## src/rtl/pcie_msg_pkg.sv

```systemverilog
package pcie_msg_pkg;

  localparam int FMT_W     = 3;
  localparam int TYPE_W    = 5;
  localparam int TC_W      = 3;
  localparam int ATTR_W    = 3;
  localparam int LEN_W     = 10;
  localparam int CODE_W    = 8;
  localparam int VID_W     = 16;
  localparam int DW_W      = 32;
  localparam int PWR_BITS  = 10;
  localparam int CLASS_W   = 4;

  typedef enum logic [CLASS_W-1:0] {
    MC_NONE   = 4'd0,
    MC_INTX   = 4'd1,
    MC_PM     = 4'd2,
    MC_ERR    = 4'd3,
    MC_UNLOCK = 4'd4,
    MC_SSPL   = 4'd5,
    MC_VDM0   = 4'd6,
    MC_VDM1   = 4'd7,
    MC_LTR    = 4'd8,
    MC_OBFF   = 4'd9
  } msg_class_e;

  // fault flags, datapath -> control
  typedef struct packed {
    logic isMsg;
    logic known;
    logic shortFmt;
    logic tcBad;
    logic fmtBad;
    logic payloadBad;
    logic dirBad;
    logic vendorMiss;
    logic vendorT1;
  } chk_flags_t;

  // strobes, control -> datapath
  typedef struct packed {
    logic capture;
  } ctl_strb_t;

  function automatic msg_class_e classifyCode(input logic [CODE_W-1:0] code);
    msg_class_e c;
    case (code) inside
      [8'h20:8'h27]:                 c = MC_INTX;
      8'h14, 8'h18, 8'h19, 8'h1B:    c = MC_PM;
      8'h30, 8'h31, 8'h33:           c = MC_ERR;
      8'h00:                         c = MC_UNLOCK;
      8'h50:                         c = MC_SSPL;
      8'h7E:                         c = MC_VDM0;
      8'h7F:                         c = MC_VDM1;
      8'h10:                         c = MC_LTR;
      8'h12:                         c = MC_OBFF;
      default:                       c = MC_NONE;
    endcase
    return c;
  endfunction

endpackage

```

## src/rtl/msg_hdr_datapath.sv

```systemverilog
module msg_hdr_datapath
  import pcie_msg_pkg::*;
#(
  parameter logic [VID_W-1:0] OWN_VENDOR_ID  = 16'h1ABC,
  parameter bit               INTX_DIR_CHECK = 1'b1
) (
  input  logic                clk,
  input  logic                rstN,
  input  logic [FMT_W-1:0]    hdrFmt,
  input  logic [TYPE_W-1:0]   hdrType,
  input  logic [TC_W-1:0]     hdrTc,
  input  logic [ATTR_W-1:0]   hdrAttr,
  input  logic [LEN_W-1:0]    hdrLength,
  input  logic [CODE_W-1:0]   hdrMsgCode,
  input  logic [VID_W-1:0]    hdrVendorId,
  input  logic [DW_W-1:0]     payloadDw,
  input  logic                isDownPort,
  input  ctl_strb_t           ctl,
  output chk_flags_t          flags,
  output msg_class_e          decClass,
  output msg_class_e          classQ,
  output logic [ATTR_W-1:0]   attrQ
);

  localparam logic [1:0]       MSG_TYPE_HI = 2'b10;
  localparam logic [LEN_W-1:0] SSPL_LEN    = LEN_W'(1);

  logic hasData;
  logic isVendor;
  logic noPayloadCls;
  logic dirFault;
  logic unusedBits;

  assign unusedBits = ^{payloadDw[PWR_BITS-1:0], hdrType[TYPE_W-3:0]};

  assign hasData = hdrFmt[1];

  always_comb begin
    flags       = '0;
    flags.isMsg = !hdrFmt[2] && (hdrType[TYPE_W-1:TYPE_W-2] == MSG_TYPE_HI);
    decClass    = flags.isMsg ? classifyCode(hdrMsgCode) : MC_NONE;
    isVendor    = (decClass == MC_VDM0) || (decClass == MC_VDM1);
    noPayloadCls = (decClass == MC_INTX) || (decClass == MC_PM) ||
                   (decClass == MC_ERR) || (decClass == MC_UNLOCK) ||
                   (decClass == MC_LTR) || (decClass == MC_OBFF);
    flags.known      = (decClass != MC_NONE);
    flags.shortFmt   = flags.isMsg && !hdrFmt[0];
    flags.tcBad      = flags.known && !isVendor && (hdrTc != '0);
    flags.fmtBad     = (noPayloadCls && hasData) ||
                       ((decClass == MC_SSPL) && !hasData);
    flags.payloadBad = (decClass == MC_SSPL) &&
                       ((hdrLength != SSPL_LEN) ||
                        (payloadDw[DW_W-1:PWR_BITS] != '0));
    flags.dirBad     = dirFault;
    flags.vendorMiss = isVendor && (hdrVendorId != OWN_VENDOR_ID);
    flags.vendorT1   = (decClass == MC_VDM1);
  end

  generate
    if (INTX_DIR_CHECK) begin : g_dirChk
      assign dirFault = (decClass == MC_INTX) && !isDownPort;
    end else begin : g_noDirChk
      logic unusedDir;
      assign unusedDir = isDownPort;
      assign dirFault  = 1'b0;
    end
  endgenerate

  always_ff @(posedge clk) begin
    if (!rstN) begin
      classQ <= MC_NONE;
      attrQ  <= '0;
    end else if (ctl.capture) begin
      classQ <= decClass;
      attrQ  <= hdrAttr;
    end
  end

  // class capture holds while no header is presented
  assert_class_hold_R10: assert property (@(posedge clk) disable iff (!rstN)
    !ctl.capture |=> $stable(classQ) && $stable(attrQ));

  // vendor ID mismatch is only ever raised for vendor classes
  assert_vendor_only_R6: assert property (@(posedge clk) disable iff (!rstN)
    flags.vendorMiss |-> (hdrMsgCode inside {8'h7E, 8'h7F}) && flags.isMsg);

endmodule

```

## src/rtl/msg_verdict_ctrl.sv

```systemverilog
module msg_verdict_ctrl
  import pcie_msg_pkg::*;
(
  input  logic       clk,
  input  logic       rstN,
  input  logic       hdrValid,
  input  chk_flags_t flags,
  output ctl_strb_t  ctl,
  output logic       acceptStb,
  output logic       dropStb,
  output logic       malformedStb,
  output logic       urStb
);

  typedef enum logic [1:0] {V_ACCEPT, V_DROP, V_MAL, V_UR} verdict_e;

  logic     malHit;
  logic     urHit;
  logic     dropHit;
  verdict_e verdict;

  always_comb begin
    malHit  = flags.isMsg && (flags.shortFmt || flags.tcBad || flags.fmtBad ||
                              flags.payloadBad || flags.dirBad);
    urHit   = !flags.isMsg || !flags.known ||
              (flags.vendorMiss && !flags.vendorT1);
    dropHit = flags.vendorMiss && flags.vendorT1;
    if (malHit)       verdict = V_MAL;
    else if (urHit)   verdict = V_UR;
    else if (dropHit) verdict = V_DROP;
    else              verdict = V_ACCEPT;
    ctl.capture = hdrValid;
  end

  always_ff @(posedge clk) begin
    if (!rstN) begin
      acceptStb    <= 1'b0;
      dropStb      <= 1'b0;
      malformedStb <= 1'b0;
      urStb        <= 1'b0;
    end else begin
      acceptStb    <= hdrValid && (verdict == V_ACCEPT);
      dropStb      <= hdrValid && (verdict == V_DROP);
      malformedStb <= hdrValid && (verdict == V_MAL);
      urStb        <= hdrValid && (verdict == V_UR);
    end
  end

  assert_one_result_R1: assert property (@(posedge clk) disable iff (!rstN)
    hdrValid |=> $countones({acceptStb, dropStb, malformedStb, urStb}) == 1);

  assert_idle_quiet_R1: assert property (@(posedge clk) disable iff (!rstN)
    !hdrValid |=> !(acceptStb || dropStb || malformedStb || urStb));

  // a 3DW message is Malformed even if other faults apply
  assert_short_fmt_R8: assert property (@(posedge clk) disable iff (!rstN)
    hdrValid && flags.shortFmt |=> malformedStb);

endmodule

```

## src/rtl/pcie_msg_rx_check.sv

```systemverilog
module pcie_msg_rx_check
  import pcie_msg_pkg::*;
#(
  parameter logic [15:0] OWN_VENDOR_ID  = 16'h1ABC,
  parameter bit          INTX_DIR_CHECK = 1'b1
) (
  input  logic        clk,
  input  logic        rstN,
  input  logic        hdrValid,
  input  logic [2:0]  hdrFmt,
  input  logic [4:0]  hdrType,
  input  logic [2:0]  hdrTc,
  input  logic [2:0]  hdrAttr,
  input  logic [9:0]  hdrLength,
  input  logic [7:0]  hdrMsgCode,
  input  logic [15:0] hdrVendorId,
  input  logic [31:0] payloadDw,
  input  logic        isDownPort,
  output logic        acceptStb,
  output logic        dropStb,
  output logic        malformedStb,
  output logic        urStb,
  output logic [3:0]  msgClass,
  output logic [2:0]  attrOut
);

  chk_flags_t flags;
  ctl_strb_t  ctl;
  msg_class_e decClass;
  msg_class_e classQ;

  msg_hdr_datapath #(
    .OWN_VENDOR_ID (OWN_VENDOR_ID),
    .INTX_DIR_CHECK(INTX_DIR_CHECK)
  ) dp_i (
    .clk        (clk),
    .rstN       (rstN),
    .hdrFmt     (hdrFmt),
    .hdrType    (hdrType),
    .hdrTc      (hdrTc),
    .hdrAttr    (hdrAttr),
    .hdrLength  (hdrLength),
    .hdrMsgCode (hdrMsgCode),
    .hdrVendorId(hdrVendorId),
    .payloadDw  (payloadDw),
    .isDownPort (isDownPort),
    .ctl        (ctl),
    .flags      (flags),
    .decClass   (decClass),
    .classQ     (classQ),
    .attrQ      (attrOut)
  );

  msg_verdict_ctrl ctrl_i (
    .clk         (clk),
    .rstN        (rstN),
    .hdrValid    (hdrValid),
    .flags       (flags),
    .ctl         (ctl),
    .acceptStb   (acceptStb),
    .dropStb     (dropStb),
    .malformedStb(malformedStb),
    .urStb       (urStb)
  );

  assign msgClass = classQ;

  // nonzero TC on a non-vendor known class is Malformed
  assert_tc_zero_R2: assert property (@(posedge clk) disable iff (!rstN)
    hdrValid && (hdrTc != 3'd0) && (decClass != MC_NONE) &&
    (decClass != MC_VDM0) && (decClass != MC_VDM1) |=> malformedStb);

  // slot power limit with upper payload bits set is Malformed
  assert_sspl_payload_R4: assert property (@(posedge clk) disable iff (!rstN)
    hdrValid && (decClass == MC_SSPL) && (payloadDw[31:10] != '0)
    |=> malformedStb && (msgClass == 4'd5));

  // unknown vendor type 1 on a well-formed 4DW header is dropped
  assert_vdm1_drop_R6: assert property (@(posedge clk) disable iff (!rstN)
    hdrValid && (decClass == MC_VDM1) && hdrFmt[0] &&
    (hdrVendorId != OWN_VENDOR_ID) |=> dropStb);

  // non-message header is Unsupported Request
  assert_non_msg_ur_R7: assert property (@(posedge clk) disable iff (!rstN)
    hdrValid && (hdrFmt[2] || (hdrType[4:3] != 2'b10)) |=> urStb);

endmodule

```

## config.mk

```make
export PLATFORM = sky130hd
export DESIGN_NAME = pcie_msg_rx_check
export DESIGN_NICKNAME = d
export VERILOG_FILES = /design/src/rtl/pcie_msg_pkg.sv /design/src/rtl/msg_hdr_datapath.sv /design/src/rtl/msg_verdict_ctrl.sv /design/src/rtl/pcie_msg_rx_check.sv
export SDC_FILE = /design/constraint.sdc
export NUM_CORES = 1
export LEC_CHECK = 0
export ABC_AREA = 0
export ABC_CLOCK_PERIOD_IN_PS = 2700
export CAP_MARGIN = 20
export CORE_AREA = 2 2 53 65
export CTS_CLUSTER_SIZE = 24
export DETAILED_ROUTE_END_ITERATION = 7
export DIE_AREA = 0 0 55 67
export MAX_ROUTING_LAYER = met4
export PLACE_DENSITY = 0.82
export SYNTH_ARGS = -nofsm -noshare
export SYNTH_HDL_FRONTEND = slang
export SYNTH_SLANG_ARGS = --single-unit
```

## constraint.sdc

```tcl
create_clock -name clk -period 2.7 [get_ports clk]
set_clock_uncertainty 0.05 [all_clocks]
set_input_delay 0.27 -clock clk [delete_from_list [all_inputs] [get_ports clk]]
set_output_delay 0.27 -clock clk [all_outputs]
set_load 0.02 [all_outputs]
```

# Word-level counts from Yosys, hierarchy flattened
# Index checks and enable logic that the tools add are counted.
[word_totals]
in_bits = 84
elab_cells = 94
reg_bits = 11
output_inout_bits = 11
[classes]
magnitude_cmp = 2
muxes = 13
reduce_logical = 46
eq_ne = 27
[ops]
columns = ["cell", "n"]
rows = [
  ["$eq A8 B5 Y1 const B", 6],
  ["$mux W4", 10],
  ["$eq A8 B6 Y1 const B", 3],
  ["$eq A8 B7 Y1 const B", 3],
  ["$reduce_bool A22 Y1", 1],
  ["$logic_and A1 B1 Y1", 17],
  ["$eq A4 B3 Y1 const B", 4],
  ["$ne A16 B13 Y1 const B", 1],
  ["$logic_or A1 B1 Y1", 14],
  ["$ne A10 B1 Y1 const B", 1],
  ["$eq A4 B2 Y1 const B", 2],
  ["$eq A4 B4 Y1 const B", 2],
  ["$ge A8 B6 Y1 const B", 1],
  ["$le A8 B6 Y1 const B", 1],
  ["$logic_not A1 Y1", 8],
  ["$logic_not A8 Y1", 1],
  ["$eq A2 B2 Y1 const B", 3],
  ["$eq A4 B1 Y1 const B", 1],
  ["$mux W2", 2],
  ["$reduce_bool A4 Y1", 1],
  ["$reduce_or A4 Y1", 1],
  ["$reduce_bool A3 Y1", 1],
  ["$reduce_or A3 Y1", 1],
  ["$eq A2 B1 Y1 const B", 1],
  ["other kinds (2)", 2],
]

# Longest topological paths before layout
[logic_depth]
word_depth = 26
mapped_depth = 7
depth_no_buf = 7

# Cells and area by module
# Synthesis repeated with hierarchy kept, for this count alone.
[hier_totals]
cells_unflattened = 105
area_unflattened_um2 = 950.9
[by_module_without_submodules]
columns = ["mod", "cells_each", "instances", "seq_area_each_um2", "area_per_inst_um2"]
rows = [
  ["msg_hdr_datapath", 89, 1, 140.1, 782.0],
  ["msg_verdict_ctrl", 16, 1, 80.1, 168.9],
]

# Worst setup path after synthesis
# OpenSTA, ideal clock, no wires.
[synth_path]
path_type = "input to register"
from = "in hdrMsgCode[0]"
to = "reg ctrl_i.acceptStb"
setup_ns = 0.087
setup_slack_ns = 0.831
t_arrival_ns = 1.732
n_path_buf = 0
cell_stages = 7
path_cell_list = "or4_4 -> o2bb2ai_2 -> nand2_2 -> a21oi_4 -> a31o_4 -> a22oi_4 -> nor4b_2"
[synth_between]
elab_chain_cells = 26
word_cells_on_any_way = 69
[synth_lines]
columns = ["element", "line", "source"]
rows = [
  ["start, declared", "pcie_msg_rx_check.sv:15", "input logic [7:0] hdrMsgCode,"],
  ["$eq A8 B5 Y1", "msg_hdr_datapath.sv:41", "decClass = flags.isMsg ? classifyCode(hdrMsgCode) : MC_NONE;"],
  ["$mux W4 (8 in series)", "pcie_msg_pkg.sv:47", "case (code) inside"],
  ["$mux W4 (*)", "pcie_msg_pkg.sv:47", ""],
  ["$mux W4 (*)", "msg_hdr_datapath.sv:41", ""],
  ["$eq A4 B1 Y1 or $eq A4 B2 Y1 (tied branches)", "msg_hdr_datapath.sv:43, msg_hdr_datapath.sv:61", ""],
  ["$logic_or A1 B1 Y1 (2 in series)", "msg_hdr_datapath.sv:43", "noPayloadCls = (decClass == MC_INTX) || (decClass == MC_PM) ||"],
  ["$logic_or A1 B1 Y1 (2 in series)", "msg_hdr_datapath.sv:44", "(decClass == MC_ERR) || (decClass == MC_UNLOCK) ||"],
  ["$logic_or A1 B1 Y1", "msg_hdr_datapath.sv:45", "(decClass == MC_LTR) || (decClass == MC_OBFF);"],
  ["$logic_and A1 B1 Y1", "msg_hdr_datapath.sv:49", "flags.fmtBad = (noPayloadCls && hasData) ||"],
  ["$logic_or A1 B1 Y1", "msg_hdr_datapath.sv:49", ""],
  ["$logic_or A1 B1 Y1 (2 in series)", "msg_verdict_ctrl.sv:23", "malHit = flags.isMsg && (flags.shortFmt || flags.tcBad || flags.fmtBad ||"],
  ["$logic_or A1 B1 Y1", "msg_verdict_ctrl.sv:24", "flags.payloadBad || flags.dirBad);"],
  ["$logic_and A1 B1 Y1", "msg_verdict_ctrl.sv:23", ""],
  ["$mux W2 (*)", "msg_verdict_ctrl.sv:28", "if (malHit) verdict = V_MAL;"],
  ["$logic_not A2 Y1 (*)", "msg_verdict_ctrl.sv:42", "acceptStb <= hdrValid && (verdict == V_ACCEPT);"],
  ["$logic_and A1 B1 Y1 (*)", "msg_verdict_ctrl.sv:42", ""],
  ["end signal, assigned", "msg_verdict_ctrl.sv:42", ""],
  ["end, declared", "msg_verdict_ctrl.sv:9", "output logic acceptStb,"],
]
# Every way passes the cells marked *; elsewhere a longest branch is shown, timed or not.
# A chain may end at the register's enable or synchronous reset.

# Worst setup path in the final report
[layout_path]
from = "in hdrMsgCode[3]"
to = "reg ctrl_i.acceptStb"
# The elaborated chain is that of the path after synthesis.

==> results by group <==
Timing
  – Unrepaired setup endpoints after global routing: no
  – Worst slew pin tran: 0.4364 ns
  – Minimum clock period: 2.257 ns
  – Slew HR: 70.82%
  – Final setup viols: 0
  – Total negative setup slack: 0 ns
  – Max Clock Freq: 443.1 MHz
  – Worst hold slack: 0.4408 ns
  – Slew Limit Fails: 0
  – Crit share post-route: 83.59%
  – Endpoints failing hold: 0

Floorplan
  – Die W: 55 um
  – Starting density of the core: 29.34%
  – Die height: 67 um
  – Boundary pin count: 95
  – FP Rows: 22
  – Die ar.: 0.003685 mm2
  – Core footprint: 0.003028 mm2

Detailed routing
  – Final wirelength: 3057 um
  – Via count: 1,145
  – Via density: 5.158
  – Routed Antenna Nets: 0
  – Wire length per cell: 13.77 um
  – Drt first-iter violations: 25
  – DRT Pass-1 Iters: 4
  – DRC viols: 0

Worst setup path
  – Endpoint class of the critical path: flip-flop
  – R2r setup slk: 2.04 ns
  – Crit path arrival time: 2.38 ns
  – Setup CP Type: in2reg
  – Max Fanout on Critical Path: 7
  – Worst setup SP type: input pin
  – Critical Path RT: 2.82 ns

Synthesis
  – Total of warnings raised by yosys: 0
  – Area contributors post-synth: dfxtp_1 (25%), nor4_1 (6.3%), mux2i_1 (5.6%)
  – Avg Inst Size Synth: 8.796 um2
  – Share of the synthesized area in the top cell type: 24.79%
  – Top_reg_cell synth: dfxtp_1
  – Synth Cell Area: 888.4 um2
  – Synthesized Nets: 185
  – Synth async-reset ratio: 0%
  – Dominant cell type by area after synthesis: dfxtp_1
  – Unique masters post-synth: 47
  – Synthesized flop and latch total: 11
  – Sequential area share after synthesis: 24.79%
  – Post-synth EDFFs: 0
  – Mapped Cells: 101

CTS
  – Worst-path clk slew: 0.07 ns
  – Cts hold-fix bufs: 0
  – Clock Latency Late Sink: 0.26 ns
  – TritonCTS clock tree: yes
  – CTS sink count: 11
  – H-Tree Depth: 1
  – CTS Buf Count: 3
  – Post-CTS Setup Bufs: 0
  – CTS Buffer Depth: 2
  – Cts repair resizes: 0
  – Root buf cell: clkbuf_4

Status
  – Status: completed

Pwr
  – Pwr dens: 252.4 mW/mm2
  – Worst IR Drop VDD: 0.0001783 V
  – Pleak: 0.6662 nW
  – Total Power: 446.9 uW

Place
  – Port bufs: 81
  – Placed Cells incl. Taps: 218
  – Detailed Place HPWL: 2642 um
  – Placer Congestion: 0.8642

GRT
  – First-pass GRT wire length: 4402 um
  – Vias in the first global route: 1,168
  – Largest net degree at the start of global routing: 11
  – Total global-route track usage: 16.54%
  – Initial antenna violation count: 0
  – Grt ovf: 0

Layout
  – Finished Layout Cells: 222
  – Nets: 271
  – Antenna Cells: 0
  – Total of fill cells in the finished design: 272
  – Share of layout cells above drive strength 1: 11.83%
  – Area growth syn-to-layout: 99.30%

Run
  – Max-cap violation count: 0

Hold path
  – Hold Path Class: reg2reg
## synthesized netlist by cell type, types with 2 or more instances
master	number
dfxtp_1	11
nor4_1	9
nand2_1	8
nor2_1	8
mux2i_1	5
nor2b_1	5
nand3_1	4
nor3_1	4
nand2b_1	3
a21boi_0	2
a21oi_1	2
a21oi_2	2
and2_1	2
nor4b_1	2
nor4b_2	2
## sequential cells by signal, summed over array words and instances, names as in the netlist
name                 cells
ctrl_i.urStb             1
ctrl_i.malformedStb      1
dp_i.attrQ               3
ctrl_i.acceptStb         1
dp_i.classQ              4
ctrl_i.dropStb           1
## critical path, cell delays in order
cell and delay [ns]:
clkdlybuf4s50_1 0.50, or4_4 0.58, o2bb2ai_2 0.17, nand2_2 0.08
a21oi_4 0.25, a31o_4 0.21, a22oi_4 0.06, nor4b_2 0.26
## cells in the final DEF (no fill, tap or decap), types with 3 or more instances in the layout
master | synthesis | routed
nand2_1 | 8 | 8
clkdlybuf4s50_1 | 0 | 81
nor2_1 | 8 | 8
nand2b_1 | 3 | 3
dfxtp_1 | 11 | 11
nor2b_1 | 5 | 5
nand3_1 | 4 | 4
clkbuf_4 | 0 | 3
nor3_1 | 4 | 4
nor4_1 | 9 | 9
mux2i_1 | 5 | 5
## worst paths after layout
| check | startpoint | endpoint | depth (start not counted) |
|---|---|---|---|
| max reg2reg | dp_i.classQ[2] | dp_i.classQ[2] | 2 |
| max | hdrMsgCode[3] | ctrl_i.acceptStb | 8 |
| min | dp_i.classQ[2] | dp_i.classQ[2] | 2 |
| min reg2reg | dp_i.classQ[2] | dp_i.classQ[2] | 2 |
## power by group
group | total (mW) | internal, mW | leakage, nW | switching, mW
registers | 0.167 | 0.166 | 0.0895 | 0.00149
clock network | 0.110 | 0.0570 | 0.0150 | 0.0534
logic | 0.169 | 0.117 | 0.562 | 0.0521
total | 0.447 | 0.340 | 0.666 | 0.107
## through the flow
| step | setup WS (ns) | instance area [um2] | util (%) |
|---|---|---|---|
| after floorplan | 0.8310 | 888.4 | - |
| after global placement | 0.1944 | 1744 | 57.60 |
| after detailed placement | 0.1581 | 1744 | 57.60 |
| after CTS | 0.4367 | 1770 | 58.47 |
| after global routing | 0.3687 | 1770 | 58.47 |
| final | 0.4431 | 1770 | 58.47 |
## final cells by class
class	instances	area [um2]	share of cell area [%]
repair buffers	82	818.3	46.22
multi-input cells	88	656.9	37.10
flip-flops and latches	11	220.2	12.44
well taps	36	45.04	2.544
clock buffers	4	26.28	1.484
inverters	1	3.754	0.2120
## layer usage
| layer | track usage (%) | vias to the layer above | routed length (um) |
|---|---|---|---|
| met2 | 33.63 | 65 | 1605 |
| met1 | 13.99 | 514 | 1022 |
| met3 | 3.363 | 2 | 409 |
| li1 | - | 564 | - |
| met4 | 5.183 | 0 | 19 |
| met5 | - | - | 0 |
## cells by family after synthesis
group / count (synthesis) / share of synthesized area, %
AO/OA/AOI/OAI: 20 / 22.68
XOR/XNOR: 2 / 1.972
adder cells (fa/ha/maj): 1 / 1.127
buffers and inverters: 2 / 1.268
flip-flops: 11 / 24.79
multiplexers: 5 / 5.634
AND/OR/NAND/NOR: 60 / 42.54
Note: power is estimated with default switching activity, not from simulation.
